==> config.mk <==
export PLATFORM = sky130hd
export DESIGN_NAME = lf_gap_responder
export DESIGN_NICKNAME = d
export VERILOG_FILES = /design/src/rtl/lf_gap_responder.sv
export SDC_FILE = /design/constraint.sdc
export NUM_CORES = 1
export LEC_CHECK = 0
export CORE_AREA = 2 2 232 234
export DETAILED_ROUTE_END_ITERATION = 16
export DIE_AREA = 0 0 234 236
export DONT_BUFFER_PORTS = 1
export PLACE_DENSITY = 0.36
export RECOVER_POWER = 100
export SYNTH_ARGS = -nofsm -noshare
export SYNTH_HDL_FRONTEND = slang
export SYNTH_SLANG_ARGS = --single-unit
==> constraint.sdc <==
create_clock -name clk -period 6.2 [get_ports clk]
set_input_delay 0 -clock clk [delete_from_list [all_inputs] [get_ports clk]]
set_output_delay 0 -clock clk [all_outputs]
set_load 0.05 [all_outputs]
==> src/rtl/lf_gap_responder.sv <==
module lf_gap_responder #(
  parameter int DIV      = 4,
  parameter int CW       = 8,
  parameter int MAX_BITS = 80,
  parameter int T0_MIN   = 15,
  parameter int T1_MIN   = 24,
  parameter int T_EOF    = 40,
  parameter int T_REPLY  = 200,
  parameter int SOF_BITS = 5,
  parameter int HALF     = 15,
  parameter int BIT_T    = 31
) (
  input  logic                                 clk,
  input  logic                                 rst_n,
  input  logic                                 field_in,
  input  logic                                 rsp_valid,
  input  logic [MAX_BITS-1:0]                  rsp_data,
  input  logic [$clog2(MAX_BITS+1)-1:0]        rsp_len,
  output logic                                 coil_load,
  output logic                                 frame_valid,
  output logic [MAX_BITS-1:0]                  frame_data,
  output logic [$clog2(MAX_BITS+1)-1:0]        frame_len
);
  localparam int LW = $clog2(MAX_BITS + 1);
  localparam int DW = (DIV > 1) ? $clog2(DIV) : 1;
  localparam int IW = $clog2(SOF_BITS + MAX_BITS);
  localparam int BW = $clog2(BIT_T);
  localparam logic [DW-1:0] D_END  = DW'(DIV - 1);
  localparam logic [CW-1:0] C_T0   = CW'(T0_MIN);
  localparam logic [CW-1:0] C_T1   = CW'(T1_MIN);
  localparam logic [CW-1:0] C_EOF  = CW'(T_EOF);
  localparam logic [CW-1:0] C_GO   = CW'(T_REPLY - 1);
  localparam logic [BW-1:0] B_HALF = BW'(HALF);
  localparam logic [BW-1:0] B_END  = BW'(BIT_T - 1);
  localparam logic [LW-1:0] L_MAX  = LW'(MAX_BITS);
  localparam logic [LW-1:0] L_TOP  = LW'(MAX_BITS - 1);
  localparam logic [IW-1:0] I_SOF  = IW'(SOF_BITS);
  localparam logic [IW-1:0] I_TOP  = IW'(MAX_BITS - 1 + SOF_BITS);

  typedef enum logic [1:0] {S_IDLE, S_WAIT, S_SEND} tx_st_t;

  logic [DW-1:0]       div;
  logic [2:0]          fs;
  logic [CW-1:0]       cnt;
  logic                ovf;
  logic [LW-1:0]       pos;
  logic [MAX_BITS-1:0] shreg;
  tx_st_t              st;
  logic [MAX_BITS-1:0] tx_data;
  logic [IW-1:0]       idx, last;
  logic [BW-1:0]       bt;

  wire tick    = (div == D_END);
  wire rise    = fs[1] & ~fs[2];
  wire busy    = (st != S_IDLE);
  wire hear    = rise & ~busy;
  wire sending = (st == S_SEND);
  wire cur_bit = (idx < I_SOF) ? 1'b1 : tx_data[I_TOP - idx];
  wire [LW-1:0] eff_len = (rsp_len > L_MAX) ? L_MAX : rsp_len;

  assign coil_load = sending & (cur_bit ? (bt < B_HALF) : (bt >= B_HALF));

  always_ff @(posedge clk or negedge rst_n) begin
    if (!rst_n) begin
      div <= '0;
      fs  <= '0;
      cnt <= '0;
    end else begin
      div <= tick ? '0 : div + 1'b1;
      fs  <= {fs[1:0], field_in};
      cnt <= hear ? CW'(tick) : cnt + CW'(tick);
    end
  end

  always_ff @(posedge clk or negedge rst_n) begin
    if (!rst_n) begin
      ovf         <= 1'b1;
      pos         <= '0;
      shreg       <= '0;
      frame_valid <= 1'b0;
      frame_data  <= '0;
      frame_len   <= '0;
    end else begin
      frame_valid <= 1'b0;
      if (hear) begin
        if (!ovf && cnt >= C_T0 && cnt <= C_EOF && pos < L_MAX) begin
          shreg[L_TOP - pos] <= (cnt >= C_T1);
          pos <= pos + 1'b1;
        end
        ovf <= 1'b0;
      end else if (cnt > C_EOF) begin
        ovf <= 1'b1;
        if (pos != '0) begin
          frame_valid <= 1'b1;
          frame_data  <= shreg;
          frame_len   <= pos;
          shreg       <= '0;
          pos         <= '0;
        end
      end
    end
  end

  always_ff @(posedge clk or negedge rst_n) begin
    if (!rst_n) begin
      st      <= S_IDLE;
      tx_data <= '0;
      last    <= '0;
      idx     <= '0;
      bt      <= '0;
    end else begin
      case (st)
        S_IDLE: if (rsp_valid) begin
          tx_data <= rsp_data;
          last    <= IW'(SOF_BITS - 1) + IW'(eff_len);
          st      <= S_WAIT;
        end
        S_WAIT: if (tick && cnt == C_GO) begin
          st  <= S_SEND;
          idx <= '0;
          bt  <= '0;
        end
        S_SEND: if (tick) begin
          if (bt == B_END) begin
            bt <= '0;
            if (idx == last) st <= S_IDLE;
            else idx <= idx + 1'b1;
          end else begin
            bt <= bt + 1'b1;
          end
        end
        default: st <= S_IDLE;
      endcase
    end
  end

  AST_OPEN_WHEN_IDLE: assert property (@(posedge clk) disable iff (!rst_n) !sending |-> !coil_load);
  AST_REPLY_DELAY: assert property (@(posedge clk) disable iff (!rst_n) $rose(sending) |-> cnt == CW'(T_REPLY));
  AST_FRAME_PULSE: assert property (@(posedge clk) disable iff (!rst_n) frame_valid |=> !frame_valid);
  AST_FRAME_LEN: assert property (@(posedge clk) disable iff (!rst_n) frame_valid |-> (frame_len != '0 && frame_len <= L_MAX));
  AST_BIT_TIMER: assert property (@(posedge clk) disable iff (!rst_n) sending |-> bt <= B_END);
  AST_DEAF_BUSY: assert property (@(posedge clk) disable iff (!rst_n) busy |=> pos <= $past(pos));
endmodule

* Yosys cells after proc, flatten, opt, wreduce, memory -nomap -nowiden
Cells that the tools add are included.
Operators by class: add/subtract/negate cells 8, $lt $le $gt $ge 12, equality and inequality tests 13, mux-type cells 38, bitwise operators 6, reduce and logical (&&, ||, !) cells 18
Operator list (number):
- $mux W80 | 4
- $bwmux W80 | 1
- $mux W7 | 9
- $lt A7 B8 Y1 const B | 2
- $mux W5 | 3
- $add A7 B1 Y7 const B | 2
- $pmux W7 S2 | 1
- $sub A7 B7 Y7 const A | 2
- $mux W2 | 6
- $pmux W5 S2 | 1
- $reduce_and A5 Y1 | 2
- $mux W1 | 9
- $reduce_and A3 Y1 | 3
- $add A8 B1 Y8 | 1
- $eq A8 B8 Y1 const B | 1
- $ge A8 B4 Y1 const B | 1
- $ge A8 B5 Y1 const B | 1
- $gt A8 B6 Y1 const B | 1
- $le A8 B6 Y1 const B | 1
- $mux W8 | 1
- $ne A2 B2 Y1 const B | 4
- $reduce_bool A2 Y1 | 4
- $add A3 B7 Y7 const A | 1
- $bmux W1 S7 | 1
- other kinds (22) | 33
Storage, ports and cells: register bits after elaboration 290, input port bits 91, word-level logic and storage cells 109

* Logic depth before layout (Yosys ltp)
Gate-level depths: netlist of the first run.
depth after elaboration 8, mapped depth 12

* Worst setup path after synthesis of the first run
Ideal clock, no wire load.
path type reg-to-output, from reg idx[0], to out coil_load, arrival 3207 ps, data required time 6200 ps, slack 2993 ps, cell stages (with the launch flop) 12, cell sequence dfrtp_1 -> buf_4 -> buf_2 -> inv_1 -> ha_1 -> xor2_2 -> mux4_2 -> mux2i_1 -> a221oi_1 -> a211oi_1 -> nand4_1 -> mux2i_1
On the way: cells in the longest elaborated chain, start to end 6, elaborated cells between the ends (all ways) 7, those cells by class 1 x add/sub; 1 x order compare; 4 x mux; 1 x bitwise
RTL lines:
- start, declared | line 50 | logic [IW-1:0] idx, last;
- start signal, assigned | line 127 | else idx <= idx + 1'b1;
- $sub A7 B7 Y7 | line 58 | wire cur_bit = (idx < I_SOF) ? 1'b1 : tx_data[I_TOP - idx];
- $bmux W1 S7 | line 58
- $mux W1 (not written as such) | line 58
- $mux W1 (*) | line 58
- $mux W1 (*) | line 61 | assign coil_load = sending & (cur_bit ? (bt < B_HALF) : (bt >= B_HALF));
- $and A1 B1 Y1 (*) | line 61
- end, declared | line 19 | output logic coil_load,
Every way passes the cells marked *; elsewhere a longest branch is shown, timed or not. The select of a mux whose other input is x is not followed.

* Final worst setup path of the first run
from reg pos[4], to reg shreg[54]
On the way: cells in the longest elaborated chain, start to end 8, elaborated cells between the ends (all ways) 15, those cells by class 1 x add/sub; 3 x order compare; 1 x eq/ne; 5 x mux; 5 x reduce/logical
RTL lines:
- start, declared | line 46 | logic [LW-1:0] pos;
- start signal, assigned | line 88 | pos <= pos + 1'b1;
- $sub A7 B7 Y7 | line 87 | shreg[L_TOP - pos] <= (cnt >= C_T1);
- $lt A7 B8 Y1 / $ge A7 B1 Y1 (equally long branches) | line 87
- $logic_and A1 B1 Y1 (not written as such) | line 87
- $mux W1 (not written as such) | line 87
- $demux W1 S7 | line 87
- $bwmux W80 | line 87
- $mux W80 | line 86 | if (!ovf && cnt >= C_T0 && cnt <= C_EOF && pos < L_MAX) begin
- $mux W80 | line 85 | if (hear) begin
- end signal, assigned by index | line 87
- end, declared | line 47 | logic [MAX_BITS-1:0] shreg;
Several ways; a longest one is shown, not always the timed one. The select of a mux whose other input is x is not followed. A chain may end at the register's enable or synchronous reset.

==> results.py, run 1 <==
metrics = {
    "floorplanning": {
        "num_rows": 85,
        "die_h_um": 236,
        "die_x_um": 234,
        "pin_count": 180,
        "initial_core_util_pct": 24.6,
        "die_area_um2": 55200,
        "core_um2": 53100,
    },
    "synth": {
        "post_synth_instance_area_um2": 13100,
        "synth_fp_nets": 1370,
        "top_area_cell_type_share_of_the_netlist_area_pct": 55.4,
        "ys_ff_latch": 290,
        "ys_warn_count": 0,
        "ys_top_cells_by_count": "sky130_fd_sc_hd__nand2_1, sky130_fd_sc_hd__dfrtp_1, sky130_fd_sc_hd__o21ai_0",
        "synthTopCellsByArea": "sky130_fd_sc_hd__dfrtp_1, sky130_fd_sc_hd__nand2_1, sky130_fd_sc_hd__mux2_2, sky130_fd_sc_hd__o21ai_0, sky130_fd_sc_hd__a21oi_1",
        "sequential_area_share_after_synthesis_pct": 55.6,
        "yosys.cell_count.top_type": "sky130_fd_sc_hd__nand2_1",
        "syn_area_per_cell_um2": 10.3,
        "ys_dominant_reg_cell": "sky130_fd_sc_hd__dfrtp_1",
        "ys_async_rst_share_pct": 100,
        "yosysTopAreaCell": "sky130_fd_sc_hd__dfrtp_1",
        "synth_cell_types": 61,
        "synth-edff-count": 0,
        "synth_cells": 1265,
    },
    "critical_path": {
        "rr_startpoint": "pos[4]$_DFFE_PN0P_",
        "critical_path.top_delay_family": "buffers and inverters",
        "path_class": "flop to flop",
        "critical_path.slowest_cell": "sky130_fd_sc_hd__clkbuf_2",
        "worst_setup_path_end_kind": "flop",
        "critPathBufInv": 3,
        "cp_slowest_stage_delay_ns": 1.33,
        "worstSetupStartpoint": "pos[4]$_DFFE_PN0P_",
        "startpoint_type_of_the_worst_setup_path": "flop",
        "required_ns": 6.61,
        "crit_chain": "inv_1 > ha_1 > ha_1 > nand2_1 > nor3_1 > a211oi_4 > clkbuf_2 > nor2_4 > clkbuf_2 > o21ai_0 > o21ai_0",
        "cp.arrival_ns": 4.93,
        "crit_fanout": 71,
    },
    "cts": {
        "clock_tree.buffer_depth": 3,
        "root_buffer": "sky130_fd_sc_hd__clkbuf_16",
        "ctsHoldBuffers": 107,
        "clock_net_sink_count": 290,
        "post_cts.resized_instances": 0,
        "cts_made_buffers": 37,
        "clkSlewWorstSetupHoldPaths_ns": 0.06,
        "cts_setup_buffers": 0,
        "clkLatencyLatePin_ns": 0.55,
        "cts_tree": "done",
        "cts_htree_levels": 2,
    },
    "detailed_routing": {
        "post_route_antenna_net_violation_count": 0,
        "remaining_drc_errors": 0,
        "initial_drc_count": 578,
        "drt_pre_antenna_iters": 5,
        "routed_via_density": 4.67,
        "route.vias.total": 9674,
        "wire_per_inst_um": 19.4,
        "wire_length_after_detailed_routing_mm": 40.3,
    },
    "timing": {
        "setup-tns-final_ns": 0,
        "period_share_pct": 72.8,
        "setup_clock_skew_after_layout_ns": 0.0238,
        "worstMarginPinSlew_ns": 3.48,
        "final_hold_viol_count": 290,
        "finalSetupViolations": 0,
        "timing.fmax_mhz": 221,
        "period_minus_slack_ns": 4.52,
        "fin_hold_ws_ns": -0.846,
        "finalMaxSlewViolations": 278,
        "relSlewSlack_pct": -132,
        "grt_setup_unrepaired": "false",
    },
    "power": {
        "power.switching_w": 0.000863,
        "static_leakage_nw": 7.52,
        "p_comb_share_pct": 1.3,
        "power_switching_share_pct": 21.1,
        "clock_power_share_pct": 52.2,
        "vdd.ir_drop.worst_mv": 0.139,
        "power.sequential.fraction_pct": 46.4,
        "power_density_nw_per_um2": 256,
        "power.internal_w": 0.00322,
    },
    "final_layout": {
        "postLayoutCellArea_um2": 15900,
        "antenna-diode-count": 0,
        "final.fill_count": 5494,
        "proportion_of_layout_cells_with_a_drive_suffix_above_1_pct": 13.8,
        "areaGrowthSynthToFinish_pct": 22.1,
        "layout.nets": 1454,
    },
    "placement": {
        "placed_cell_area_um2": 13700,
        "numPortBuffers": 0,
        "routabilityCongestion": 0.752,
        "dp_hpwl_mm": 24.6,
    },
    "grt": {
        "grt.overflow.total": 0,
        "number_of_antenna_violations_at_the_first_check_in_global_routing": 0,
        "grt_max_degree": 291,
        "grt_first_pass_wirelength_mm": 62.5,
        "grt_util_all_layers_pct": 14.7,
        "vias_in_the_first_global_route": 9948,
    },
    "job": {
        "drv_cap": 5,
    },
    "hold_path": {
        "min_path_type": "primary input to async pin",
    },
    "status": {
        "run_status": "complete, but fails checks",
        "failed_checks": "hold timing, capacitance limit, slew limit",
    },
}
==> layout by cell type, fill, tap and decap left out, types with 9 or more instances in the layout <==
| cell type | count |
|---|---|
| sky130_fd_sc_hd__a21oi_1 | 87 |
| sky130_fd_sc_hd__buf_4 | 9 |
| sky130_fd_sc_hd__clkbuf_1 | 14 |
| sky130_fd_sc_hd__clkbuf_16 | 37 |
| sky130_fd_sc_hd__dfrtp_1 | 289 |
| sky130_fd_sc_hd__dlygate4sd3_1 | 107 |
| sky130_fd_sc_hd__ha_1 | 14 |
| sky130_fd_sc_hd__inv_1 | 13 |
| sky130_fd_sc_hd__mux2_2 | 89 |
| sky130_fd_sc_hd__mux2i_1 | 10 |
| sky130_fd_sc_hd__mux4_2 | 19 |
| sky130_fd_sc_hd__nand2_1 | 290 |
| sky130_fd_sc_hd__nand3_1 | 18 |
| sky130_fd_sc_hd__nand4_1 | 11 |
| sky130_fd_sc_hd__nor2_1 | 36 |
| sky130_fd_sc_hd__nor2b_1 | 10 |
| sky130_fd_sc_hd__nor3_1 | 17 |
| sky130_fd_sc_hd__o21ai_0 | 173 |
| sky130_fd_sc_hd__xnor2_1 | 13 |
| sky130_fd_sc_hd__xor2_1 | 12 |
==> flip-flops by register name, indices dropped and copies added (netlist names) <==
register     count
fs               3
frame_len        7
shreg           80
ovf              1
frame_data      80
last             7
st               2
div              2
tx_data         80
frame_valid      1
idx              7
cnt              8
bt               5
pos              7
==> metal layers <==
layer | up-vias | wire, um | global-route usage, %
li1 | 4541 | - | -
met1 | 4865 | 18300 | 20.3
met2 | 215 | 18300 | 22.3
met3 | 53 | 2670 | 4.18
met4 | 0 | 982 | 4.45
met5 | - | 0 | 0
==> power by group through the flow <==
stage,registers [W],clock network [W],logic (W)
3_3_place_gp,0.00193,0,0.00000498
2_1_floorplan,0.00193,0,0.00000418
6_report,0.00190,0.00213,0.0000542
4_1_cts,0.00189,0.00221,0.0000535
3_5_place_dp,0.00193,0,0.00000502
5_1_grt,0.00189,0.00228,0.0000581
==> final timing paths <==
kind,endpoint,slack (ns),cells after the start
min in group clk,last[2]$_DFFE_PN0P_,0.08,4
worst max-delay path,shreg[54]$_DFFE_PN0P_,1.68,11
worst min-delay path,tx_data[38]$_DFFE_PN0P_,-0.85,0
max in group asynchronous,frame_data[45]$_DFFE_PN0P_,6.30,0
worst min register to register,fs[1]$_DFF_PN0_,0.35,0
worst max register to register,shreg[54]$_DFFE_PN0P_,1.68,11
==> logic make-up (layout without fill, tap and decap cells) <==
logic type,count (synthesis),after routing,synth area share (%)
AOI/OAI and AO/OA,296,296,12.1
xor gates and xnor gates,26,26,1.86
adders and majority gates,14,14,1.34
buffers and inverters,89,200,2.90
DFF,290,290,55.6
muxes,118,118,11.7
and+or+nand+nor,432,432,14.5
==> cell type report <==
type / count / area, um2 / area share, %
clock buffers: 56 / 1080 / 6.76
clock inverters: 10 / 108 / 0.675
inverters: 13 / 48.8 / 0.306
multi-input cells: 886 / 5420 / 34.0
flip-flops and latches: 290 / 7260 / 45.5
well taps: 696 / 871 / 5.46
repair buffers: 121 / 1160 / 7.28
==> through the flow <==
step	hold WS (ns)	util (%)	setup WS, ns	total power [W]	instances
after floorplan	-0.296	-	2.99	0.00193	1265
after global placement	-0.289	25.8	2.85	0.00193	1899
after detailed placement	-0.284	25.8	2.75	0.00193	1899
after CTS	-0.883	30.1	2.16	0.00416	2072
after global routing	-0.879	30.0	1.09	0.00424	2072
final	-0.846	30.0	1.68	0.00408	2072
No activity file was read; power rests on OpenSTA's default activity.
==> inputs of run 2 (changes only) <==
--- a/config.mk
+++ b/config.mk
@@ -9,7 +9,7 @@
 export DETAILED_ROUTE_END_ITERATION = 16
 export DIE_AREA = 0 0 234 236
 export DONT_BUFFER_PORTS = 1
-export PLACE_DENSITY = 0.36
+export PLACE_DENSITY = 0.37
 export RECOVER_POWER = 100
 export SYNTH_ARGS = -nofsm -noshare
 export SYNTH_HDL_FRONTEND = slang
==> constraint.sdc (replaced) <==
create_clock -name clk -period 3.9 [get_ports clk]
set_input_delay 0 -clock clk [delete_from_list [all_inputs] [get_ports clk]]
set_output_delay 0 -clock clk [all_outputs]
set_load 0.05 [all_outputs]
==> results.py, run 2 (synthesized netlist as in run 1, its figures left out) <==
metrics = {
    "final_layout": {
        "layout.cells.most_common_list": "sky130_fd_sc_hd__nand2_1, sky130_fd_sc_hd__dfrtp_1, sky130_fd_sc_hd__o21ai_0",
        "layout_top_registers": "frame_data (80), shreg (80), tx_data (80)",
        "areaGrowthSynthToFinish_pct": 22.7,
        "proportion_of_layout_cells_with_a_drive_suffix_above_1_pct": 14.7,
        "instances_no_fill": 2074,
        "layout.nets": 1455,
        "most_common_cell_after_layout_fill_and_taps_aside": "sky130_fd_sc_hd__nand2_1",
    },
    "critical_path": {
        "path_class": "flop to output pin",
        "critical_path.slowest_cell": "sky130_fd_sc_hd__dfrtp_1",
        "timing.reg2reg.setup_slack_ns": 0.64,
        "crit_chain": "inv_1 > ha_1 > clkbuf_4 > mux4_2 > mux2i_1 > o22ai_1 > a211oi_1 > nand4_1 > mux2i_1 > buf_4",
        "critical_path.top_delay_family": "multiplexers",
        "startpoint_type_of_the_worst_setup_path": "flop",
        "required_ns": 3.90,
        "cp_slowest_stage_delay_ns": 0.49,
        "crit_top_cell": "sky130_fd_sc_hd__mux2i_1",
        "crit_fanout": 18,
        "worst_setup_path_end_kind": "output pin",
        "cp.arrival_ns": 3.53,
        "critPathBufInv": 3,
    },
    "placement": {
        "numPortBuffers": 0,
        "placed_cells": 1906,
        "routabilityCongestion": 0.763,
        "dpl_worst_slack_ns": 0.942,
        "dp_hpwl_mm": 25.5,
    },
    "detailed_routing": {
        "routed_via_density": 4.69,
        "post_route_antenna_net_violation_count": 0,
        "wire_per_inst_um": 19.5,
        "route.vias.total": 9719,
        "wire_length_after_detailed_routing_mm": 40.4,
        "initial_drc_count": 642,
        "remaining_drc_errors": 0,
        "drt_pre_antenna_iters": 5,
    },
    "power": {
        "vdd.ir_drop.worst_mv": 0.199,
        "static_leakage_nw": 7.55,
        "power_density_nw_per_um2": 414,
    },
    "timing": {
        "relSlewSlack_pct": -24.0,
        "grt_setup_unrepaired": "false",
        "period_minus_slack_ns": 3.53,
        "finalSetupViolations": 0,
        "fin_ws_ns": 0.372,
        "fin_hold_ws_ns": -0.848,
        "final_hold_viol_count": 290,
        "worstMarginPinSlew_ns": 1.86,
        "period_share_pct": 90.5,
        "timing.fmax_mhz": 283,
        "finalMaxSlewViolations": 142,
        "setup_clock_skew_after_layout_ns": 0.0232,
        "setup-tns-final_ns": 0,
    },
    "cts": {
        "cts_made_buffers": 38,
        "cts_htree_levels": 2,
        "post_cts.resized_instances": 0,
        "ctsHoldBuffers": 100,
        "clock_tree.buffer_depth": 3,
        "clkSlewWorstSetupHoldPaths_ns": 0.06,
        "root_buffer": "sky130_fd_sc_hd__clkbuf_16",
        "clock_net_sink_count": 290,
        "cts_setup_buffers": 0,
        "clkLatencyLatePin_ns": 0.54,
        "cts_tree": "done",
    },
    "grt": {
        "grt_max_degree": 291,
        "grt_util_all_layers_pct": 14.8,
        "vias_in_the_first_global_route": 10100,
        "grt.overflow.total": 0,
        "number_of_antenna_violations_at_the_first_check_in_global_routing": 0,
        "grt_first_pass_wirelength_mm": 62.6,
    },
    "floorplanning": {
        "num_rows": 85,
        "die_area_um2": 55200,
        "core_um2": 53100,
        "initial_core_util_pct": 24.6,
        "pin_count": 180,
        "die_h_um": 236,
        "die_x_um": 234,
    },
    "status": {
        "failed_checks": "hold timing, capacitance limit, slew limit",
        "run_status": "complete, but fails checks",
    },
    "hold_path": {
        "min_path_type": "primary input to async pin",
    },
    "job": {
        "drv_cap": 2,
    },
}
run 2: worst paths after layout:
check,startpoint,end,cells after the start
worst max register to register,pos[5]$_DFFE_PN0P_,shreg[32]$_DFFE_PN0P_,10
min in group clk,rsp_data[35],tx_data[35]$_DFFE_PN0P_,3
worst min-delay path,rst_n,tx_data[46]$_DFFE_PN0P_,0
worst max-delay path,idx[1]$_DFFE_PN0P_,coil_load,10
worst min register to register,fs[0]$_DFF_PN0_,fs[1]$_DFF_PN0_,0
max in group asynchronous,rst_n,frame_data[21]$_DFFE_PN0P_,0
run 2: area by class of cell:
cell class	count	area, um2
diodes	1	2.50
clock inverters	14	161
clock buffers	53	1100
well taps	696	871
flip-flops and latches	290	7260
multi-input cells	886	5400
repair buffers	121	1170
fillers	5438	37100
inverters	13	48.8
run 2: layer usage:
| layer | global-route usage, % | vias to the layer above | wire length, um |
|---|---|---|---|
| li1 | - | 4555 | - |
| met1 | 20.0 | 4911 | 18500 |
| met2 | 22.9 | 185 | 18700 |
| met3 | 3.82 | 68 | 2120 |
| met4 | 4.81 | 0 | 1090 |
| met5 | 0 | - | 0 |
run 2: power by group:
group / total (W) / switching, W / internal, W / leakage (nW)
Clock: 0.00353 / 0.00136 / 0.00217 / 0.619
Sequential: 0.00301 / 0.00000118 / 0.00301 / 4.02
Combinational: 0.0000862 / 0.0000198 / 0.0000665 / 2.90
run 2: metrics by stage:
stage	util, %	power (W)	instance area (um2)	hold WS, ns
after global placement	26.0	0.00308	13800	-0.288
after CTS	30.2	0.00675	16000	-0.883
final	30.2	0.00663	16000	-0.848
after global routing	30.2	0.00690	16000	-0.883
after detailed placement	26.0	0.00307	13800	-0.288
after floorplan	-	0.00307	13100	-0.296
==> inputs of run 3 (changes only) <==
--- a/config.mk
+++ b/config.mk
@@ -5,11 +5,11 @@
 export SDC_FILE = /design/constraint.sdc
 export NUM_CORES = 1
 export LEC_CHECK = 0
-export CORE_AREA = 2 2 232 234
+export CORE_AREA = 4 4 167 169
 export DETAILED_ROUTE_END_ITERATION = 16
-export DIE_AREA = 0 0 234 236
+export DIE_AREA = 0 0 171 173
 export DONT_BUFFER_PORTS = 1
-export PLACE_DENSITY = 0.37
+export PLACE_DENSITY = 0.65
 export RECOVER_POWER = 100
 export SYNTH_ARGS = -nofsm -noshare
 export SYNTH_HDL_FRONTEND = slang
==> results.py, run 3 (synthesized netlist as in run 1, its figures left out) <==
metrics = {
    "floorplanning": {
        "die_area_um2": 29600,
        "num_rows": 60,
        "die_h_um": 173,
        "pin_count": 180,
        "core_um2": 26600,
        "initial_core_util_pct": 49.1,
        "die_x_um": 171,
    },
    "power": {
        "static_leakage_nw": 7.45,
        "power_density_nw_per_um2": 391,
        "vdd.ir_drop.worst_mv": 0.267,
    },
    "detailed_routing": {
        "route.vias.total": 9724,
        "drt_pre_antenna_iters": 5,
        "remaining_drc_errors": 0,
        "routed_via_density": 5.70,
        "post_route_antenna_net_violation_count": 0,
        "initial_drc_count": 940,
        "wire_per_inst_um": 19.6,
        "wire_length_after_detailed_routing_mm": 33.4,
    },
    "cts": {
        "clock_tree.buffer_depth": 3,
        "cts_htree_levels": 1,
        "clkSlewWorstSetupHoldPaths_ns": 0.06,
        "root_buffer": "sky130_fd_sc_hd__clkbuf_16",
        "clock_net_sink_count": 290,
        "cts_setup_buffers": 0,
        "cts_tree": "done",
        "clkLatencyLatePin_ns": 0.57,
        "ctsHoldBuffers": 107,
        "cts_made_buffers": 31,
        "post_cts.resized_instances": 0,
    },
    "grt": {
        "grt_first_pass_wirelength_mm": 54.2,
        "number_of_antenna_violations_at_the_first_check_in_global_routing": 0,
        "grt.overflow.total": 0,
        "grt_max_degree": 291,
        "vias_in_the_first_global_route": 9881,
        "grt_util_all_layers_pct": 22.5,
    },
    "status": {
        "failed_checks": "hold timing, capacitance limit, slew limit",
        "run_status": "complete, but fails checks",
    },
    "final_layout": {
        "areaGrowthSynthToFinish_pct": 17.7,
        "layout.nets": 1447,
        "antenna-diode-count": 0,
        "final.fill_count": 2204,
        "layout.cells.most_common_list": "sky130_fd_sc_hd__nand2_1, sky130_fd_sc_hd__dfrtp_1, sky130_fd_sc_hd__o21ai_0",
        "proportion_of_layout_cells_with_a_drive_suffix_above_1_pct": 13.9,
        "instances_no_fill": 1706,
        "most_common_cell_after_layout_fill_and_taps_aside": "sky130_fd_sc_hd__nand2_1",
        "layout_top_registers": "frame_data (80), shreg (80), tx_data (80)",
    },
    "timing": {
        "period_minus_slack_ns": 3.59,
        "fin_hold_ws_ns": -0.866,
        "period_share_pct": 92.0,
        "grt_setup_unrepaired": "false",
        "finalSetupViolations": 0,
        "finalMaxSlewViolations": 175,
        "timing.fmax_mhz": 279,
        "setup_clock_skew_after_layout_ns": 0.0221,
        "final_hold_viol_count": 290,
        "worstMarginPinSlew_ns": 1.66,
        "setup-tns-final_ns": 0,
        "relSlewSlack_pct": -10.8,
    },
    "critical_path": {
        "worst_setup_path_end_kind": "output pin",
        "rr_startpoint": "pos[4]$_DFFE_PN0P_",
        "startpoint_type_of_the_worst_setup_path": "flop",
        "critical_path.top_delay_family": "multiplexers",
        "cp_slowest_stage_delay_ns": 0.61,
        "crit_fanout": 13,
        "path_class": "flop to output pin",
        "r2r_endpoint": "frame_data[62]$_DFFE_PN0P_",
        "critical_path.slowest_cell": "sky130_fd_sc_hd__ha_1",
        "critPathBufInv": 3,
        "timing.reg2reg.setup_slack_ns": 0.41,
        "cp.arrival_ns": 3.59,
        "reg2reg_depth": 8,
        "required_ns": 3.90,
        "crit_chain": "inv_1 > ha_1 > buf_4 > mux4_2 > mux2i_1 > o22ai_1 > a211oi_1 > nand4_1 > mux2i_1 > buf_4",
    },
    "placement": {
        "placed_cells": 1543,
        "routabilityCongestion": 0.856,
        "dp_hpwl_mm": 20.3,
        "numPortBuffers": 0,
    },
    "job": {
        "drv_cap": 3,
    },
    "hold_path": {
        "min_path_type": "primary input to async pin",
    },
}
run 3: cell types whose count changed in the layout (fill, tap and decap cells not counted), moves of 4 or more:
| cell | previous run | this run |
|---|---|---|
| sky130_fd_sc_hd__dlygate4sd3_1 | 100 | 107 |
| sky130_fd_sc_hd__nor3_1 | 17 | 13 |
| sky130_fd_sc_hd__nor3_2 | 0 | 4 |
| sky130_fd_sc_hd__buf_4 | 13 | 8 |
| sky130_fd_sc_hd__clkbuf_16 | 39 | 31 |
run 3: routing by layer:
| metal | wire (um) | up-vias | global-route usage [%] |
|---|---|---|---|
| li1 | - | 4522 | - |
| met1 | 14300 | 4802 | 32.1 |
| met2 | 15600 | 349 | 34.4 |
| met3 | 2750 | 51 | 5.83 |
| met4 | 653 | 0 | 6.04 |
| met5 | 0 | - | 0 |
run 3: worst reg2reg max path, cell delays in order, from the launching register on:
cell and delay [ns]:
sky130_fd_sc_hd__dfrtp_1 0.64, sky130_fd_sc_hd__inv_1 0.15, sky130_fd_sc_hd__ha_1 0.23, sky130_fd_sc_hd__ha_1 0.18, sky130_fd_sc_hd__nand2_1 0.06, sky130_fd_sc_hd__nor3_1 0.06, sky130_fd_sc_hd__a211oi_4 0.36, sky130_fd_sc_hd__buf_2 1.16
sky130_fd_sc_hd__mux2_2 0.52
run 3: where the power goes:
group          internal (W)  switching, W  total (W)
combinational     0.0000658     0.0000200  0.0000858
sequential          0.00301    0.00000108    0.00301
clock               0.00170       0.00120    0.00290
total               0.00478       0.00122    0.00600
run 3: layout make-up:
class / instances / area (um2) / share of cell area (%)
Clock inverter: 10 / 103 / 0.668
Clock buffer: 46 / 922 / 6.00
Multi-Input combinational cell: 886 / 5430 / 35.3
Tap cell: 341 / 427 / 2.78
Timing Repair Buffer: 120 / 1170 / 7.63
Sequential cell: 290 / 7260 / 47.3
Inverter: 13 / 48.8 / 0.318
run 3: metrics by stage:
step | hold slack [ns] | instance area [um2] | util, % | setup WS (ns) | power (W)
6_report | -0.866 | 15400 | 57.8 | 0.313 | 0.00600
3_3_place_gp | -0.288 | 13300 | 50.1 | 0.958 | 0.00307
3_5_place_dp | -0.289 | 13300 | 50.1 | 0.896 | 0.00307
5_1_grt | -0.890 | 15400 | 57.8 | 0.0141 | 0.00620
2_1_floorplan | -0.296 | 13100 | - | 0.693 | 0.00307
4_1_cts | -0.892 | 15400 | 57.9 | 0.256 | 0.00605
run 3: how the worst max path moves through the flow:
stage                                   from         to  slack [ns]  cells past startpoint
after global placement    idx[1]$_DFFE_PN0P_  coil_load        0.96                     10
after CTS                 idx[1]$_DFFE_PN0P_  coil_load        0.26                     10
final                     idx[1]$_DFFE_PN0P_  coil_load        0.31                     10
after detailed placement  idx[1]$_DFFE_PN0P_  coil_load        0.90                     10
after floorplan           idx[0]$_DFFE_PN0P_  coil_load        0.69                     11
after global routing      idx[1]$_DFFE_PN0P_  coil_load        0.01                     10
